`config.mk`:
```
export PLATFORM = sky130hd
export DESIGN_NAME = sdclk_gen
export DESIGN_NICKNAME = d
export VERILOG_FILES = /design/src/rtl/sdclk_pkg.sv /design/src/rtl/sdclk_ctrl_reg.sv /design/src/rtl/sdclk_div_calc.sv /design/src/rtl/sdclk_div_fsm.sv /design/src/rtl/sdclk_gen.sv
export SDC_FILE = /design/constraint.sdc
export NUM_CORES = 2
export LEC_CHECK = 0
export CORE_MARGIN = 1.5
export CORE_UTILIZATION = 40
export CTS_CLUSTER_SIZE = 24
export DETAILED_ROUTE_END_ITERATION = 8
export PLACE_DENSITY = 0.59
export SLEW_MARGIN = 10
export SYNTH_ARGS = -nofsm -noshare
export SYNTH_HDL_FRONTEND = slang
export SYNTH_SLANG_ARGS = --single-unit
```
`constraint.sdc`:
```
create_clock -name clk -period 87.5 [get_ports clk]
set_clock_uncertainty 0.15 [all_clocks]
set_input_delay 13.125 -clock clk [delete_from_list [all_inputs] [get_ports clk]]
set_output_delay 13.125 -clock clk [all_outputs]
set_load 0.005 [all_outputs]
```
`src/rtl/sdclk_pkg.sv`:
```
package sdclk_pkg;
    parameter int DIV_W  = 8;
    parameter int CTRL_W = 16;

    localparam int EN_BIT   = DIV_W;
    localparam int PS_BIT   = DIV_W + 1;
    localparam int BYP_BIT  = DIV_W + 2;
    localparam int WIDE_BIT = DIV_W + 3;

    typedef enum logic [2:0] {
        ST_OFF    = 3'd0,
        ST_LOW    = 3'd1,
        ST_HIGH   = 3'd2,
        ST_PARK   = 3'd3,
        ST_BYPASS = 3'd4
    } clk_state_t;

    typedef struct packed {
        logic [CTRL_W-DIV_W-5:0] spare;
        logic                    wide;
        logic                    bypass;
        logic                    psave;
        logic                    en;
        logic [DIV_W-1:0]        div;
    } ctrl_t;
endpackage

```
`src/rtl/sdclk_ctrl_reg.sv`:
```
module sdclk_ctrl_reg
    import sdclk_pkg::*;
(
    input  logic              clk,
    input  logic              rst_n,
    input  logic              wr,
    input  logic [CTRL_W-1:0] wdata,
    output ctrl_t             ctrl,
    output logic [DIV_W-1:0]  act_div
);
    ctrl_t wr_word;
    assign wr_word = ctrl_t'(wdata);

    always_ff @(posedge clk or negedge rst_n) begin
        if (!rst_n) begin
            ctrl    <= '0;
            act_div <= '0;
        end else if (wr) begin
            ctrl <= wr_word;
            // divisor is captured only on the enable 0->1 write
            if (wr_word.en && !ctrl.en) begin
                act_div <= wr_word.div;
            end
        end
    end
endmodule

```
`src/rtl/sdclk_div_calc.sv`:
```
module sdclk_div_calc #(
    parameter int HZ_W  = 32,
    parameter int DIV_W = 8
) (
    input  logic [HZ_W-1:0]  sys_hz,
    input  logic [HZ_W-1:0]  tgt_hz,
    output logic [DIV_W-1:0] div_out
);
    localparam int          QW      = HZ_W + 1;
    localparam logic [QW-1:0] DIV_MAX = QW'((1 << DIV_W) - 1);

    logic [QW-1:0] twice;
    logic [QW-1:0] quot;
    logic [QW-1:0] rem;
    logic [QW-1:0] raw;

    always_comb begin
        twice = {tgt_hz, 1'b0};
        quot  = '0;
        rem   = '0;
        raw   = DIV_MAX;
        if (twice != '0) begin
            quot = {1'b0, sys_hz} / twice;
            rem  = {1'b0, sys_hz} % twice;
            raw  = (rem == '0 && quot != '0) ? quot - 1'b1 : quot;
        end
        div_out = (raw > DIV_MAX) ? DIV_MAX[DIV_W-1:0] : raw[DIV_W-1:0];
    end
endmodule

```
`src/rtl/sdclk_div_fsm.sv`:
```
module sdclk_div_fsm
    import sdclk_pkg::*;
(
    input  logic             clk,
    input  logic             rst_n,
    input  logic             en,
    input  logic             psave,
    input  logic             bypass,
    input  logic             bus_idle,
    input  logic [DIV_W-1:0] act_div,
    output clk_state_t       state,
    output logic [DIV_W-1:0] cnt,
    output logic             sd_clk,
    output logic             shift_stb
);
    clk_state_t       nxt;
    logic [DIV_W-1:0] cnt_n;
    logic             stb_n;
    logic             stb_q;
    logic             byp_gate;
    logic             park_req;
    logic             stop_req;

    assign park_req = psave && bus_idle;

    // state register
    always_ff @(posedge clk or negedge rst_n) begin
        if (!rst_n) begin
            state <= ST_OFF;
            cnt   <= '0;
        end else begin
            state <= nxt;
            cnt   <= cnt_n;
        end
    end

    always_comb begin
        nxt      = state;
        cnt_n    = cnt;
        stb_n    = 1'b0;
        stop_req = !en || bypass;
        unique case (state)
            ST_OFF: begin
                cnt_n = '0;
                if (en) nxt = bypass ? ST_BYPASS : ST_LOW;
            end
            ST_LOW: begin
                if (stop_req) begin
                    nxt   = ST_OFF;
                    cnt_n = '0;
                end else if (cnt == act_div) begin
                    cnt_n = '0;
                    nxt   = park_req ? ST_PARK : ST_HIGH;
                end else begin
                    cnt_n = cnt + 1'b1;
                end
            end
            ST_HIGH: begin
                if (stop_req) begin
                    nxt   = ST_OFF;
                    cnt_n = '0;
                    stb_n = 1'b1;
                end else if (cnt == act_div) begin
                    nxt   = ST_LOW;
                    cnt_n = '0;
                    stb_n = 1'b1;
                end else begin
                    cnt_n = cnt + 1'b1;
                end
            end
            ST_PARK: begin
                cnt_n = '0;
                if (stop_req)      nxt = ST_OFF;
                else if (!park_req) nxt = ST_HIGH;
            end
            ST_BYPASS: begin
                cnt_n = '0;
                if (!en || !bypass) nxt = ST_OFF;
            end
            default: begin
                nxt   = ST_OFF;
                cnt_n = '0;
            end
        endcase
    end

    // outputs
    always_ff @(posedge clk or negedge rst_n) begin
        if (!rst_n) stb_q <= 1'b0;
        else        stb_q <= stb_n;
    end

    // gate enable changes only while clk is low, so the AND below cannot glitch
    always_ff @(negedge clk or negedge rst_n) begin
        if (!rst_n) byp_gate <= 1'b0;
        else        byp_gate <= (state == ST_BYPASS) && !park_req;
    end

    assign sd_clk    = (state == ST_HIGH) || (clk && byp_gate);
    assign shift_stb = stb_q || byp_gate;
endmodule

```
`src/rtl/sdclk_gen.sv`:
```
module sdclk_gen
    import sdclk_pkg::*;
#(
    parameter int HZ_W = 32
) (
    input  logic              clk,
    input  logic              rst_n,
    input  logic              ctrl_wr,
    input  logic [CTRL_W-1:0] ctrl_wdata,
    input  logic              cmd_idle,
    input  logic              dat_idle,
    input  logic [HZ_W-1:0]   sys_hz,
    input  logic [HZ_W-1:0]   tgt_hz,
    output logic [DIV_W-1:0]  calc_div,
    output logic              sd_clk,
    output logic              shift_stb,
    output logic              wide_bus
);
    ctrl_t            ctrl;
    logic [DIV_W-1:0] act_div;
    clk_state_t       state;
    logic [DIV_W-1:0] cnt;

    sdclk_ctrl_reg u_reg (
        .clk     (clk),
        .rst_n   (rst_n),
        .wr      (ctrl_wr),
        .wdata   (ctrl_wdata),
        .ctrl    (ctrl),
        .act_div (act_div)
    );

    sdclk_div_fsm u_fsm (
        .clk       (clk),
        .rst_n     (rst_n),
        .en        (ctrl.en),
        .psave     (ctrl.psave),
        .bypass    (ctrl.bypass),
        .bus_idle  (cmd_idle && dat_idle),
        .act_div   (act_div),
        .state     (state),
        .cnt       (cnt),
        .sd_clk    (sd_clk),
        .shift_stb (shift_stb)
    );

    sdclk_div_calc #(.HZ_W(HZ_W), .DIV_W(DIV_W)) u_calc (
        .sys_hz  (sys_hz),
        .tgt_hz  (tgt_hz),
        .div_out (calc_div)
    );

    assign wide_bus = ctrl.wide;
endmodule

```
== Yosys cells after proc, flatten, opt, wreduce, memory -nomap -nowiden ==
Cells that the tools add are included.
Operators by class
  add/subtract/negate cells: 2
  div/mod/pow operators: 2
  magnitude comparators: 1
  eq/ne operators: 10
  muxes and demuxes: 20
  reductions and logical operators: 20
Operator list (count)
  two-way mux 33 bit: 2
  divider 32 x 33 -> 33 bit: 1
  > comparator 33 x 8 -> 1 bit, second input constant: 1
  zero test 33 bit: 1
  remainder unit 32 x 33 -> 33 bit: 1
  nonzero test 33 bit: 1
  subtractor 33 x 1 -> 33 bit, second input constant: 1
  two-way mux 8 bit: 4
  nonzero test 32 bit: 1
  two-way mux 3 bit: 9
  case mux 3 bit (5 select lines): 1
  adder 8 x 1 -> 8 bit, second input constant: 1
  equality test 8 bit: 1
  equality test 3 x 2 -> 1 bit, second input constant: 2
  logical AND 1 bit: 6
  != test 3 x 1 -> 1 bit, second input constant: 2
  AND reduction 5 bit: 1
  logical OR 1 bit: 4
  two-way mux 1 bit: 4
  equality test 3 x 1 -> 1 bit, second input constant: 1
  equality test 3 bit, second input constant: 1
  zero test 1 bit: 3
  zero test 3 bit: 1
  != test 3 bit, second input constant: 1
  4 further kinds: 4
Word-level totals
  bits in registers: 25
  bits of input ports: 85
  output and inout port bits: 11
  word-level logic and storage cells: 64

== Longest topological paths before layout ==
  depth after elaboration: 7
  mapped depth: 329
  mapped depth without buffers: 300

== Cells and area by module ==
Synthesis repeated with hierarchy kept, for this count alone.
Second synthesis, totals
  cells, all modules: 5380
  area total of the unflattened synthesis: 36158.4 µm²
Modules (own cells, without submodules)
  sdclk_div_calc: times used 1, cells each 5249, area each 34481.8 µm², seq. area each 0.0 µm²
  sdclk_ctrl_reg: times used 1, cells each 51, area each 917.1 µm², seq. area each 600.6 µm²
  sdclk_div_fsm: times used 1, cells each 79, area each 753.2 µm², seq. area each 325.3 µm²
  sdclk_gen: times used 1, cells each 1, area each 6.3 µm², seq. area each 0.0 µm²

==> results.cfg <==
[place]
gp_congestion = 1.07
port_buffers = 91
placed_cell_area_um2 = 55500
place_ws_ns = -6.55
dp_cells = 8788
hpwl_um = 156000

[yosys]
synth_edf_count = 0
synth_area_leader_cell = ha_1
yosysWarnings = 0
synth_cells = 5270
yosys-top-cells-area = ha_1 19%, nand2_1 7.3%, a21oi_1 6.8%
synth.yosys.seq_area_share = 0.0179
synth_area_per_cell_um2 = 6.62
ys.flop_type = dfrtp_1
synth-seq-cells = 25
syn_nets = 5887
async_reset_ff_frac = 1.00
yosys.area.top_type_share = 0.191
netlist_area_um2 = 34900
ys_types = 117
synth_common_cells = 675 x nand2_1, 542 x nor2_1, 532 x ha_1, 473 x a21oi_1, 321 x o21ai_0
yosysMostFrequentCell = nand2_1

[power]
ir_drop_uv = 16.0
p_per_area_nw_per_um2 = 7.93
p_leak_nw = 29.7

[clocking]
cts_tree = built
cts_hold_buf = 0
cts.clk_slew.worst_paths_ns = 0.06
clk-insertion-delay-late_ns = 0.36

[global_routing]
grt-ovfl-total = 0
antenna_found_initial = 2
grt_pass1_wl_um = 283000
grt_usage = 0.404
grt_pass1_vias = 49700
grt_max_degree = 43

[cells_and_area]
seqCellArea_um2 = 626
multi_input_area_um2 = 36500
stdcell_area_um2 = 60300
nets = 8407
num-fill-cells = 7416
post-route-util = 0.697
layout.cells.non_filler = 8945
drive_above_1_share = 0.421
area_growth_pct = 72.9

[floorplan]
core_um2 = 86600
rows = 108
die_y_um = 298
die_w_um = 298
dieArea_um2 = 89000
io_pins = 96
initial_utilization = 0.403

[drt]
drt.antenna.violating_nets = 0
drtIter0Drc = 4648
viasPerCell = 5.87
num_vias = 52500
wl_per_cell_um = 21.5
drc_errors = 0
drt_first_pass_iters = 6
routed_wl_um = 193000

[timing]
fin_ws_ns = -1.86
fin_crit_ns = 89.36
period_share = 1.02
setup_tns_ns = -13.21
fmax_ghz = 0.0112
grt_setup_unrepaired = yes
hold_viol_final = 0
slew_viol_final = 0
setup_violations = 8
maxSlewHeadroom = 0.201
tightest_slew_ns = 1.20

[worst_setup_path]
rrSetupSlack_ns = 42.70
crit_fanout = 32
crit_required_ns = 74.22
slowest_stage = or4_4
crit_type = primary input to output pin
reg2reg_depth = 2
worstPathArrival_ns = 76.09
reg2reg_to = u_fsm.byp_gate$_DFF_NN0_
crit_path_start_kind = primary input
reg2reg_from = u_fsm.state[0]$_DFFE_PN0P_
slowest_delay_ns = 0.56
end_kind = output pin
path_common_cell = buf_4

[worst_hold_path]
min_path_type = flop to flop
min_from = u_reg.ctrl[9]$_DFFE_PN0P_
hold_depth = 1
hold-path-endpoint = u_reg.ctrl[9]$_DFFE_PN0P_

[outcome]
violations = negative setup slack
status = finished, violations left

[run]
maxCapViolations = 0
[logic make-up after synthesis]
family	after synthesis	synth area share
multiplexers	69	0.0213
flip-flops	25	0.0179
AO/OA/AOI/OAI	1851	0.356
XOR/XNOR	379	0.0951
other	1	0.000107
buffers and inverters	355	0.0390
AND/OR/NAND/NOR	2058	0.280
adder cells (fa/ha/maj)	532	0.191
[cell usage in the layout, fill, tap and decap left out, types with 150 or more instances in the layout]
master	instances
o21ai_0	254
nand2_1	645
a21o_1	157
buf_4	2520
xor2_1	150
inv_1	177
xnor2_1	224
nor2_1	505
a21oi_1	388
ha_1	469
[flip-flops by register name, summed over array words and instances, names as in the netlist]
register        flops
u_fsm.byp_gate      1
u_reg.ctrl          4
u_fsm.stb_q         1
u_reg.act_div       8
u_fsm.state         3
u_fsm.cnt           8
[routing by layer]
layer / wire, um / GRT usage / vias to the layer above
li1: - / - / 24900
met1: 80500 / 0.519 / 24800
met2: 85400 / 0.669 / 2276
met3: 14600 / 0.0486 / 552
met4: 12200 / 0.199 / 2
met5: 13 / 0 / -
[critical path: cells and delay by family]
family	cells	cell delay, ns
and+or+nand+nor	81	16.13
AOI/OAI and AO/OA	125	27.58
muxes	6	1.41
buffers and inverters	53	8.95
xor gates and xnor gates	3	0.54
adders and majority gates	30	8.14
[per-stage QoR]
stage               hold WS [ns]  power, W
floorplan                  0.331  0.000217
global placement           0.344  0.000414
detailed placement         0.351  0.000420
CTS                        0.364  0.000449
global route               0.375  0.000512
finish                     0.369  0.000478
[worst max-delay path by stage]
stage,slack (ns),to,depth (start not counted),from
floorplan,0.0006,calc_div[2],289,tgt_hz[13]
global placement,-6.36,calc_div[4],281,tgt_hz[13]
detailed placement,-6.55,calc_div[4],290,tgt_hz[13]
CTS,-2.19,calc_div[4],292,tgt_hz[15]
global route,-3.82,calc_div[5],312,tgt_hz[15]
finish,-1.86,calc_div[5],298,tgt_hz[10]
[what timing repair did]
item	4_1_cts	5_1_grt
gates cloned	0	3
gates resized for setup	310	411
setup buffers	58	91
endpoints found under the setup margin	8	8
pin swaps	125	190
[where the power goes]
group	internal (W)	switching, W
sequential	0.0000134	0.00000208
combinational	0.000226	0.000219
clock	0.0000124	0.00000469
[layout make-up]
| type | count | share of cell area |
|---|---|---|
| multi-input combinational | 4890 | 0.606 |
| sequential | 25 | 0.0104 |
| timing repair buffer | 2676 | 0.345 |
| antenna | 1 | 0.0000415 |
| tap | 1155 | 0.0240 |
| inverter | 190 | 0.0119 |
| clock buffer | 8 | 0.00272 |
Note: power is estimated with default switching activity, not from simulation.
